===== src/rtl/crm_pfc_pkg.sv =====
package crm_pfc_pkg;

    typedef enum logic [1:0] {
        ST_HALT   = 2'd0,
        ST_ON     = 2'd1,
        ST_MINOFF = 2'd2,
        ST_WAIT   = 2'd3
    } gate_state_e;

    function automatic int unsigned max_u(input int unsigned a, input int unsigned b);
        return (a > b) ? a : b;
    endfunction

    // timer must hold the largest on-time command plus headroom for the blanking
    // and min-off compares
    function automatic int unsigned tmr_width(input int unsigned on_w,
                                              input int unsigned blank_cyc,
                                              input int unsigned min_off);
        return max_u(on_w, max_u($clog2(blank_cyc + 2), $clog2(min_off + 2))) + 1;
    endfunction

endpackage


===== src/rtl/crm_sync_bank.sv =====
module crm_sync_bank #(
    parameter int N = 4
) (
    input  logic         clk,
    input  logic         rst_n,
    input  logic [N-1:0] d,
    output logic [N-1:0] q
);

    for (genvar g = 0; g < N; g++) begin : g_bit
        logic s1;
        logic s2;
        always_ff @(posedge clk or negedge rst_n) begin
            if (!rst_n) begin
                s1 <= 1'b0;
                s2 <= 1'b0;
            end else begin
                s1 <= d[g];
                s2 <= s1;
            end
        end
        assign q[g] = s2;
    end

endmodule


===== src/rtl/crm_wdog.sv =====
module crm_wdog #(
    parameter int WD_CYCLES = 43750
) (
    input  logic clk,
    input  logic rst_n,
    input  logic restart,
    output logic expired
);

    localparam int            CW  = $clog2(WD_CYCLES);
    localparam logic [CW-1:0] LIM = CW'(WD_CYCLES - 1);

    logic [CW-1:0] cnt;

    always_ff @(posedge clk or negedge rst_n) begin
        if (!rst_n) begin
            cnt <= '0;
        end else if (restart) begin
            cnt <= '0;
        end else if (cnt != LIM) begin
            cnt <= cnt + 1'b1;
        end
    end

    assign expired = (cnt == LIM);

endmodule


===== src/rtl/crm_gate_fsm.sv =====
module crm_gate_fsm
    import crm_pfc_pkg::*;
#(
    parameter int ON_W      = 10,
    parameter int BLANK_CYC = 8,
    parameter int MIN_OFF   = 4
) (
    input  logic                 clk,
    input  logic                 rst_n,
    input  logic                 en,
    input  logic                 zx_hi_s,
    input  logic                 zx_lo_s,
    input  logic                 oc_s,
    input  logic                 ovp_s,
    input  logic [ON_W-1:0]      ton_cmd,
    input  logic                 wd_exp,
    output logic                 gate_o,
    output logic                 wd_mode_o,
    output logic                 oc_trip_o,
    output logic                 wd_restart_o,
    output gate_state_e          state_o,
    output logic                 armed_o,
    output logic [tmr_width(ON_W, BLANK_CYC, MIN_OFF)-1:0] on_tmr_o,
    output logic [ON_W-1:0]      ton_lat_o
);

    localparam int              TMR_W     = tmr_width(ON_W, BLANK_CYC, MIN_OFF);
    localparam logic [TMR_W-1:0] BLANK_T  = TMR_W'(BLANK_CYC);
    localparam logic [TMR_W-1:0] MINOFF_T = TMR_W'(MIN_OFF);
    localparam logic [ON_W-1:0]  ONE_CMD  = ON_W'(1);

    gate_state_e      state;
    gate_state_e      nxt;
    logic [TMR_W-1:0] tmr;
    logic [ON_W-1:0]  ton_lat;
    logic             armed;
    logic             wd_mode;
    logic             oc_trip;
    logic             go_on;
    logic             go_wd;
    logic             oc_end;

    // next-state and transition decode
    always_comb begin
        nxt    = state;
        go_on  = 1'b0;
        go_wd  = 1'b0;
        oc_end = 1'b0;
        if (!en || ovp_s) begin
            nxt = ST_HALT;                                   // halt
        end else begin
            unique case (state)
                ST_HALT: begin
                    nxt = ST_WAIT;                           // enable
                end
                ST_ON: begin
                    if (oc_s && (tmr > BLANK_T)) begin
                        nxt    = ST_MINOFF;                  // oc_end
                        oc_end = 1'b1;
                    end else if (tmr >= {{(TMR_W-ON_W){1'b0}}, ton_lat}) begin
                        nxt = ST_MINOFF;                     // ton_end
                    end
                end
                ST_MINOFF: begin
                    if (tmr >= MINOFF_T) begin
                        nxt = ST_WAIT;                       // minoff_done
                    end
                end
                ST_WAIT: begin
                    if (armed && zx_lo_s) begin
                        nxt   = ST_ON;                       // zx_start
                        go_on = 1'b1;
                    end else if (wd_exp) begin
                        nxt   = ST_ON;                       // wd_start
                        go_on = 1'b1;
                        go_wd = 1'b1;
                    end
                end
            endcase
        end
    end

    // state register
    always_ff @(posedge clk or negedge rst_n) begin
        if (!rst_n) begin
            state <= ST_HALT;
        end else begin
            state <= nxt;
        end
    end

    // per-state timer, on-time latch and zero-crossing arming
    always_ff @(posedge clk or negedge rst_n) begin
        if (!rst_n) begin
            tmr     <= '0;
            ton_lat <= ONE_CMD;
            armed   <= 1'b0;
        end else begin
            if (nxt != state) begin
                tmr <= TMR_W'(1);
            end else if (tmr != '1) begin
                tmr <= tmr + 1'b1;
            end
            if (go_on) begin
                ton_lat <= (ton_cmd == '0) ? ONE_CMD : ton_cmd;
            end
            if (go_on || state == ST_HALT) begin
                armed <= 1'b0;
            end else if ((state == ST_MINOFF || state == ST_WAIT) && zx_hi_s) begin
                armed <= 1'b1;
            end
        end
    end

    // status outputs
    always_ff @(posedge clk or negedge rst_n) begin
        if (!rst_n) begin
            wd_mode <= 1'b0;
            oc_trip <= 1'b0;
        end else if (state == ST_HALT) begin
            wd_mode <= 1'b0;
            oc_trip <= 1'b0;
        end else if (go_on) begin
            wd_mode <= go_wd;
            oc_trip <= 1'b0;
        end else if (oc_end) begin
            oc_trip <= 1'b1;
        end
    end

    always_comb begin
        gate_o       = (state == ST_ON);
        wd_mode_o    = wd_mode;
        oc_trip_o    = oc_trip;
        wd_restart_o = (state == ST_HALT) || go_on;
        state_o      = state;
        armed_o      = armed;
        on_tmr_o     = tmr;
        ton_lat_o    = ton_lat;
    end

endmodule


===== src/rtl/crm_pfc_gate_seq.sv =====
module crm_pfc_gate_seq
    import crm_pfc_pkg::*;
#(
    parameter int ON_W      = 10,
    parameter int BLANK_CYC = 8,
    parameter int MIN_OFF   = 4,
    parameter int WD_CYCLES = 43750
) (
    input  logic            clk,
    input  logic            rst_n,
    input  logic            en,
    input  logic            zx_hi_i,
    input  logic            zx_lo_i,
    input  logic            oc_i,
    input  logic            ovp_i,
    input  logic [ON_W-1:0] ton_cmd,
    output logic            gate_o,
    output logic            wd_mode_o,
    output logic            oc_trip_o
);

    localparam int TMR_W = tmr_width(ON_W, BLANK_CYC, MIN_OFF);
    localparam int NSYNC = 4;

    logic [NSYNC-1:0] sync_q;
    logic             zx_hi_s;
    logic             zx_lo_s;
    logic             oc_s;
    logic             ovp_s;
    logic             wd_exp;
    logic             wd_restart;
    gate_state_e      state_w;
    logic             armed_w;
    logic [TMR_W-1:0] on_tmr_w;
    logic [ON_W-1:0]  ton_lat_w;

    crm_sync_bank #(.N(NSYNC)) i_sync (
        .clk   (clk),
        .rst_n (rst_n),
        .d     ({ovp_i, oc_i, zx_lo_i, zx_hi_i}),
        .q     (sync_q)
    );

    assign zx_hi_s = sync_q[0];
    assign zx_lo_s = sync_q[1];
    assign oc_s    = sync_q[2];
    assign ovp_s   = sync_q[3];

    crm_wdog #(.WD_CYCLES(WD_CYCLES)) i_wdog (
        .clk     (clk),
        .rst_n   (rst_n),
        .restart (wd_restart),
        .expired (wd_exp)
    );

    crm_gate_fsm #(
        .ON_W      (ON_W),
        .BLANK_CYC (BLANK_CYC),
        .MIN_OFF   (MIN_OFF)
    ) i_fsm (
        .clk          (clk),
        .rst_n        (rst_n),
        .en           (en),
        .zx_hi_s      (zx_hi_s),
        .zx_lo_s      (zx_lo_s),
        .oc_s         (oc_s),
        .ovp_s        (ovp_s),
        .ton_cmd      (ton_cmd),
        .wd_exp       (wd_exp),
        .gate_o       (gate_o),
        .wd_mode_o    (wd_mode_o),
        .oc_trip_o    (oc_trip_o),
        .wd_restart_o (wd_restart),
        .state_o      (state_w),
        .armed_o      (armed_w),
        .on_tmr_o     (on_tmr_w),
        .ton_lat_o    (ton_lat_w)
    );

endmodule


===== config.mk =====
export PLATFORM = sky130hd
export DESIGN_NAME = crm_pfc_gate_seq
export DESIGN_NICKNAME = d
export VERILOG_FILES = /design/src/rtl/crm_pfc_pkg.sv /design/src/rtl/crm_sync_bank.sv /design/src/rtl/crm_wdog.sv /design/src/rtl/crm_gate_fsm.sv /design/src/rtl/crm_pfc_gate_seq.sv
export SDC_FILE = /design/constraint.sdc
export NUM_CORES = 1
export LEC_CHECK = 0
export ABC_AREA = 1
export BUFFER_PORTS_ARGS = -buffer_cell sky130_fd_sc_hd__buf_4
export CORE_MARGIN = 8
export CORE_UTILIZATION = 24
export CTS_BUF_LIST = sky130_fd_sc_hd__clkbuf_4
export DETAILED_ROUTE_END_ITERATION = 7
export GPL_TIMING_DRIVEN = 0
export PLACE_DENSITY_LB_ADDON = 0.08
export SLEW_MARGIN = 20
export SYNTH_ARGS = -nofsm -noshare
export SYNTH_HDL_FRONTEND = slang
export SYNTH_SLANG_ARGS = --single-unit

===== constraint.sdc =====
create_clock -name clk -period 1.83 [get_ports clk]
set_input_delay 0.0915 -clock clk [delete_from_list [all_inputs] [get_ports clk]]
set_output_delay 0.0915 -clock clk [all_outputs]
set_load 0.05 [all_outputs]

; Yosys cells after proc, flatten, opt, wreduce, memory -nomap -nowiden
; Index checks and enable logic that the tools add are counted.
[op_classes]
addsub = 2
order_cmp = 3
eq_ne = 7
mux = 29
reduce_logical = 14
[op_table]
columns = cell, n
row1 = $mux W16, 2
row2 = $mux W11, 2
row3 = $mux W1, 17
row4 = $add A16 B1 Y16 const B, 1
row5 = $eq A16 B16 Y1 const B, 1
row6 = $ne A16 B16 Y1 const B, 1
row7 = $mux W2, 6
row8 = $add A11 B1 Y11 const B, 1
row9 = $ge A11 B10 Y1, 1
row10 = $ge A11 B3 Y1 const B, 1
row11 = $gt A11 B4 Y1 const B, 1
row12 = $ne A11 B11 Y1 const B, 1
row13 = $logic_not A10 Y1, 1
row14 = $mux W10, 1
row15 = $pmux W2 S4, 1
row16 = $reduce_bool A2 Y1, 4
row17 = $eq A2 B2 Y1 const B, 2
row18 = $logic_and A1 B1 Y1, 3
row19 = $logic_or A1 B1 Y1, 3
row20 = $reduce_bool A3 Y1, 1
row21 = $eq A2 B1 Y1 const B, 1
row22 = $logic_not A2 Y1, 1
row23 = $ne A2 B2 Y1, 1
row24 = $logic_not A1 Y1, 1
[totals]
regBits = 50
inputBits = 17
output_inout_bits = 3
wordCells = 70

; Longest topological paths before layout
; Gate-level depths: netlist (run 1).
[depth]
depth_word = 8
ltp_mapped = 15
ltp_nobuf = 15

; Hierarchy
; A second synthesis (run 1) with hierarchy kept.
[hier_totals]
hier_cells = 379
area_unflattened_um2 = 2925.3
[modules_own_cells]
columns = module, n_inst, cells_per_inst, area_each_um2, seq_area_each_um2
row1 = crm_gate_fsm, 1, 217, 1680.4, 651.9
row2 = crm_wdog, 1, 150, 1014.7, 400.4
row3 = crm_sync_bank, 1, 12, 230.2, 200.2

; Worst setup path after synthesis (run 1)
; No wires, ideal clock.
[synth_path]
kind = flip-flop to flip-flop
start = reg i_fsm.state[0], in the netlist i_fsm.state_o[0]
end = reg i_fsm.tmr[10], in the netlist i_fsm.on_tmr_o[10]
setup_ps = 69
t_arrival_ps = 1844
required_time_ps = 1761
path_slack_ps = -83
stages_incl_launch_ff = 9
n_path_buf = 0
synth_period_minus_slack_ps = 1913
path_cell_list = dfrtp_1 > inv_1 > nor2_1 > nand4_1 > nand2_2 > nand2_2 > nand2_4 > nand2_8 > nor2_2
[synth_between]
word_cells_on_any_way = 14
cone_classes = eq/ne: 4 / mux: 8 / reduce/logical: 2
[synth_lines]
columns = item, line_no
row1 = from (decl), crm_gate_fsm.sv:32  ; gate_state_e state;
row2 = from (signal assigned), crm_gate_fsm.sv:88  ; state <= nxt;
row3 = $eq A2 B1 Y1 *, -
row4 = net gate_o, crm_pfc_gate_seq.sv:17  ; output logic gate_o,
row5 = $pmux W2 S4 *, crm_gate_fsm.sv:52  ; unique case (state)
row6 = $mux W2 *, crm_gate_fsm.sv:49  ; if (!en || ovp_s) begin
row7 = $ne A2 B2 Y1 *, crm_gate_fsm.sv:99  ; if (nxt != state) begin
row8 = $mux W11 or $reduce_bool A2 Y1 (tied branches), -
row9 = to (signal assigned), crm_gate_fsm.sv:102  ; tmr <= tmr + 1'b1;
row10 = to (decl), crm_gate_fsm.sv:34  ; logic [TMR_W-1:0] tmr;
; Mark *: on every way through the listed nets, which the timed path passes. The rest lies on a longest branch.
; A chain may end at the register's enable or synchronous reset.

; Final worst setup path (run 1)
[layout_path]
start = reg i_fsm.tmr[8], in the netlist i_fsm.on_tmr_o[8]
end = reg i_fsm.tmr[2], in the netlist i_fsm.on_tmr_o[2]
[layout_between]
elab_chain_cells = 7
word_cells_on_any_way = 13
cone_classes = order compare: 3 / eq/ne: 2 / mux: 6 / reduce/logical: 2
[layout_lines]
columns = item, line_no
row1 = $ge A11 B10 Y1 or $gt A11 B4 Y1 (tied branches), "crm_gate_fsm.sv:60, crm_gate_fsm.sv:57"
row2 = $mux W2 or $logic_and A1 B1 Y1 (tied branches), "crm_gate_fsm.sv:60, crm_gate_fsm.sv:57"
row3 = $mux W2, crm_gate_fsm.sv:57  ; if (oc_s && (tmr > BLANK_T)) begin
row4 = $pmux W2 S4, crm_gate_fsm.sv:52
row5 = $mux W2, crm_gate_fsm.sv:49
row6 = $ne A2 B2 Y1, crm_gate_fsm.sv:99
row7 = $mux W11 or $reduce_bool A2 Y1 (tied branches), -
; Several ways; a longest one is shown, not always the timed one.

==> reports/results.ini, run 1 <==
[outcome]
outcome=complete, no violations

[synth]
synth_largest_area_cell=dfrtp_1
synth_flop_cell=dfrtp_1
synth_top_area_share_pct=42.7
syn_nets=383
synth-edff-count=0
syn_area_mm2=0.00287
synth-async-reset-ratio_pct=100
synthTopCellsByArea=dfrtp_1, nand2_1, inv_1, ha_1, nor2_1
syn_inst=352
synth_seq_area_share_pct=43.6
ys_types=35
synth_area_per_cell_um2=8.15
synth_common_cells=nand2_1, inv_1, dfrtp_1
yosys_warnings=0
synth.most_common_cell=nand2_1
ys_seq_elements=50

[cells_and_area]
syn_to_final_growth_pct=34.4
fin_area_mm2=0.00386
antenna_cells=0
multi_input_area_mm2=0.00155
fill_cells=1242
drive_gt1_share_pct=33.5
fin_util_pct=32.5
final_nets=451
seq_area_mm2=0.00126

[placed_design]
gp_congestion=0.753
io_buffers=19
post-dp-hpwl_mm=5.03
place_area_mm2=0.00320

[drt]
remaining_drc_errors=0
detail_route.iter0.violations=107
ant_nets=0
wl_mm=7.43
vias=2409
dr.pass1.iters=4
wl_per_cell_um=13.1
viasPerCell=4.24

[floorplan]
dieArea_mm2=0.0157
std_cell_rows=40
die_y_um=125
die_w_um=125
pin_count=20
start_util_pct=24.2
core-area_mm2=0.0119

[timing]
slew_headroom_pct=53.7
tightest_slew_ps=694
hold_viol=0
finalCritPeriodShare_pct=97.4
max_freq_mhz=561
setup_tns_ps=0
period_needed_ps=1780
final_max_slew_viol_count=0
rsz0062_at_grt=yes
fin_skew_ps=32.3
finalSetupViolCount=0

[cts]
clockBufferDepth=2
clk_pin_slew_ps=170
clk_latency_ps=410
cts_tree=yes
cts_made_buffers=5
cts_sinks=50
clock-root-buffer=clkbuf_4
cts.htree.levels=2

[pwr]
ir_worst_vdd_v=0.000241
leakage_nw=1.79
power.density_mw_per_mm2=593

[global_route]
grt_pass1_vias=2508
grt_antenna_before_repair=0
grt_overflow=0
grt_start_max_net_pins=51
grt_pass1_wl_mm=12.7
grtUsageTotal_pct=10.2

[worst_setup_path]
critPathCaptureType=register
worst_ep_arrival_time_ps=2110
crit_fanout=5
startpoint=i_fsm.on_tmr_o[8]
reg2reg_from=i_fsm.on_tmr_o[8]
start_kind=register
crit_type=register to register
crit_required_ps=2150

[job]
cap_violations=0

[hold_path]
hp-class=primary input to register
hp-start=en

-- cell usage in the layout (no fill, tap or decap), drive strengths merged, types with 2 or more instances in the layout --
cell type / instances
a21oi: 11
a31oi: 2
buf: 48
clkbuf: 7
clkinv: 2
dfrtp: 49
dlygate4sd3: 15
ha: 14
inv: 65
nand2: 76
nand3: 23
nand4: 12
nor2: 53
nor3: 7
nor4: 3
o21ai: 19
xor2: 7
-- through the flow --
step	hold WS [ps]	cells	worst slack, ps	power [W]
2_1_floorplan	-204	352	127	0.00148
3_3_place_gp	201	518	-124	0.00162
3_5_place_dp	202	518	-126	0.00163
4_1_cts	106	554	2.40	0.00229
5_1_grt	135	568	-85.9	0.00247
6_report	152	568	47.3	0.00229
-- path summary, 6_finish.rpt --
check,to,slack (ps),depth (start not counted)
hold reg to reg,i_sync.g_bit[3].s2,360,0
min in group asynchronous,i_fsm.ton_lat_o[9],240,2
setup reg to reg,i_fsm.on_tmr_o[2],50,12
hold / removal,i_fsm.wd_mode_o,150,5
max in group asynchronous,i_sync.g_bit[3].s2,1090,2
setup / recovery,i_fsm.on_tmr_o[2],50,12
-- layer usage --
layer / GRT usage [%] / wire, um
met5: 0 / 0
met4: 3.22 / 97
met3: 3.19 / 260
met2: 16.5 / 3430
met1: 12.5 / 3640
-- flip-flops by register name (all words and copies together) (netlist names) --
register,flops
i_fsm.armed_o,1
i_fsm.oc_trip_o,1
i_fsm.on_tmr_o,11
i_fsm.state_o,2
i_fsm.ton_lat_o,10
i_fsm.wd_mode_o,1
i_sync.g_bit.s1,4
i_sync.g_bit.s2,4
i_wdog.cnt,16
-- cell type report --
class | count | share of cell area [%]
Multi-Input combinational cell | 234 | 40.2
Sequential cell | 50 | 32.7
Timing Repair Buffer | 60 | 13.2
Inverter | 65 | 6.32
Tap cell | 147 | 4.77
Buffer | 4 | 1.36
Clock buffer | 6 | 1.17
Clock inverter | 2 | 0.227
-- critical path, stage by stage, from the launching register on --
cell     delay (ps)
dfrtp_2         480
ha_4            280
nand2_2          60
nor2_4          120
nand2_4          80
nor2_4          110
nand2_1          70
nand3_2         100
nand2_2          50
nand3_2          80
nand2_4         100
nand2_8         120
nor2_2           40
-- power breakdown --
part / internal, W / total (W) / switching [W]
registers: 0.00115 / 0.00119 / 0.0000422
clock network: 0.000160 / 0.000547 / 0.000387
logic: 0.000242 / 0.000548 / 0.000307
-- cell families after synthesis --
| family | after synthesis | share of synthesized area [%] |
|---|---|---|
| XOR/XNOR | 8 | 2.44 |
| AND/OR/NAND/NOR | 175 | 31.3 |
| adder cells (fa/ha/maj) | 14 | 6.10 |
| flip-flops | 50 | 43.6 |
| AO/OA/AOI/OAI | 36 | 6.76 |
| buffers and inverters | 69 | 9.72 |
-- timing repair --
action / 4_1_cts / 5_1_grt
setup endpoints to repair: 11 / 33
setup buffers: 12 / 13
cloned: 1 / 1
pin swaps: 11 / 16
hold buffers: 15 / 0
endpoints found under the hold margin: 63 / 0
gates resized for setup: 28 / 25
No activity file was read; power rests on OpenSTA's default activity.
==> inputs of run 2 (changes only) <==
Settings changed: CORE_MARGIN 8 to not set.
==> run 2 against run 1 <==
Against the previous run: the flow now finishes with violations (DRC, setup timing); setup slack worse by 63 ps; die area down 21%; highest routed layer unchanged; sequential share of layout area decreased by 0.65 points; combinational power rose by 13%; sequential power hardly changed; core utilization is 1.6 points higher; largest power group unchanged.
==> reports/results.ini, run 2 (synthesis results as in run 1) <==
[outcome]
outcome=complete, but fails checks
violations=DRC, setup timing

[timing]
hold_ws_ps=160
slew_headroom_pct=53.8
fin_ws_ps=-15.5
rsz0062_at_grt=yes
period_needed_ps=1850
final_max_slew_viol_count=0
tightest_slew_ps=693
finalCritPeriodShare_pct=101
finalSetupViolCount=6
max_freq_mhz=542
fin_skew_ps=15.8
hold_viol=0

[placed_design]
gp_congestion=0.728
post-dp-hpwl_mm=4.89
place_inst=514
place_area_mm2=0.00319
io_buffers=19

[global_route]
grt_overflow=0
grt_antenna_before_repair=0
grtUsageTotal_pct=12.9
grt_pass1_wl_mm=12.3
grt_pass1_vias=2426
grt_start_max_net_pins=51

[floorplan]
die_w_um=111
core-area_mm2=0.0115
die_y_um=111
dieArea_mm2=0.0124
pin_count=20
start_util_pct=24.9
std_cell_rows=39

[cts]
clockBufferDepth=2
clk_latency_ps=410
cts_made_buffers=5
cts.htree.levels=2
cts_tree=yes
cts_sinks=50
clk_pin_slew_ps=160
clock-root-buffer=clkbuf_4

[cells_and_area]
antenna_cells=0
seq_area_mm2=0.00126
syn_to_final_growth_pct=37.1
drive_gt1_share_pct=36.5
layout_commonest_cell=nand2_1
largest_reg_flops=16
top_register=i_wdog.cnt
layout_common_cells=nand2_1, inv_1, buf_4
final_nets=447
final_cells=560
fin_area_mm2=0.00394
fill_cells=1211
multi_input_area_mm2=0.00167

[worst_setup_path]
r2r_end=i_fsm.on_tmr_o[2]
crit_type=register to register
crit_fanout=5
worst_ep_arrival_time_ps=2160
rr_worst_depth=12
crit_required_ps=2140
r2r_slack_ps=-20
start_kind=register
reg2reg_from=i_fsm.on_tmr_o[9]
critPathCaptureType=register

[pwr]
ir_worst_vdd_v=0.000352
power.density_mw_per_mm2=634
leakage_nw=1.78

[drt]
remaining_drc_errors=2
wl_mm=7.31
dr.pass1.iters=8
detail_route.iter0.violations=65
viasPerCell=4.28
vias=2399
wl_per_cell_um=13.1
ant_nets=0

[hold_path]
hp-class=primary input to register
min_path_cells=5
holdPathEnd=i_fsm.oc_trip_o
hp-start=en

[job]
cap_violations=0

[run 2: worst max-delay path by stage]
stage	cells after the start	from	end
detailed placement	12	i_fsm.on_tmr_o[8]	i_fsm.on_tmr_o[2]
finish	12	i_fsm.on_tmr_o[9]	i_fsm.on_tmr_o[2]
CTS	10	i_fsm.on_tmr_o[6]	i_fsm.on_tmr_o[3]
global placement	12	i_fsm.on_tmr_o[9]	i_fsm.on_tmr_o[2]
floorplan	12	i_fsm.on_tmr_o[9]	i_fsm.on_tmr_o[8]
global route	12	i_fsm.ton_lat_o[0]	i_fsm.on_tmr_o[10]
[run 2: final cells by class]
cell class / count / area share [%]
inverters: 65 / 6.20
clock buffers: 6 / 1.14
well taps: 143 / 4.55
repair buffers: 56 / 11.6
clock inverters: 2 / 0.858
multi-input cells: 234 / 42.5
plain buffers: 4 / 1.05
flip-flops and latches: 50 / 32.1
[run 2: worst max-delay path, cell delays in order, from the launching register on]
cell and delay (ps):
dfrtp_2 460, ha_4 300, nand2_4 50, nor2_4 130, nand2_4 80, nor2_4 140
nand2_2 60, nand4_1 110, nand2_2 70, nand2_2 80, nand2_4 100, nand2_8 130
nor2_4 40
[run 2: timing repair]
item | CTS | global route
hold endpoints to repair | 63 | 0
hold buffers | 15 | 0
setup buffers | 13 | 9
endpoints found under the setup margin | 11 | 35
pin swaps | 11 | 33
gates cloned | 1 | 0
resized for setup | 23 | 53
[run 2: metrics by stage]
stage / power (W) / setup TNS [ps] / utilization (%) / setup slack [ps]
2_1_floorplan: 0.00148 / 0 / - / 127
3_3_place_gp: 0.00162 / -1070 / 27.7 / -109
3_5_place_dp: 0.00162 / -1200 / 27.7 / -124
4_1_cts: 0.00242 / -3.53 / 31.5 / -3.53
5_1_grt: 0.00266 / -1160 / 34.2 / -135
6_report: 0.00249 / -42.7 / 34.2 / -15.5
[run 2: routing by layer]
layer | GRT usage [%] | vias up | routed length, um
met5 | 0 | - | 0
met4 | 5.68 | 0 | 131
met3 | 2.56 | 9 | 184
met2 | 20.7 | 29 | 3410
met1 | 17.0 | 1113 | 3580
li1 | - | 1248 | -
[run 2: power by group]
group | leakage [nW] | switching, W | internal (W) | total (W)
logic | 1.09 | 0.000349 | 0.000268 | 0.000618
registers | 0.648 | 0.0000420 | 0.00115 | 0.00119
clock network | 0.0433 | 0.000384 | 0.000300 | 0.000684
total | 1.78 | 0.000776 | 0.00172 | 0.00249
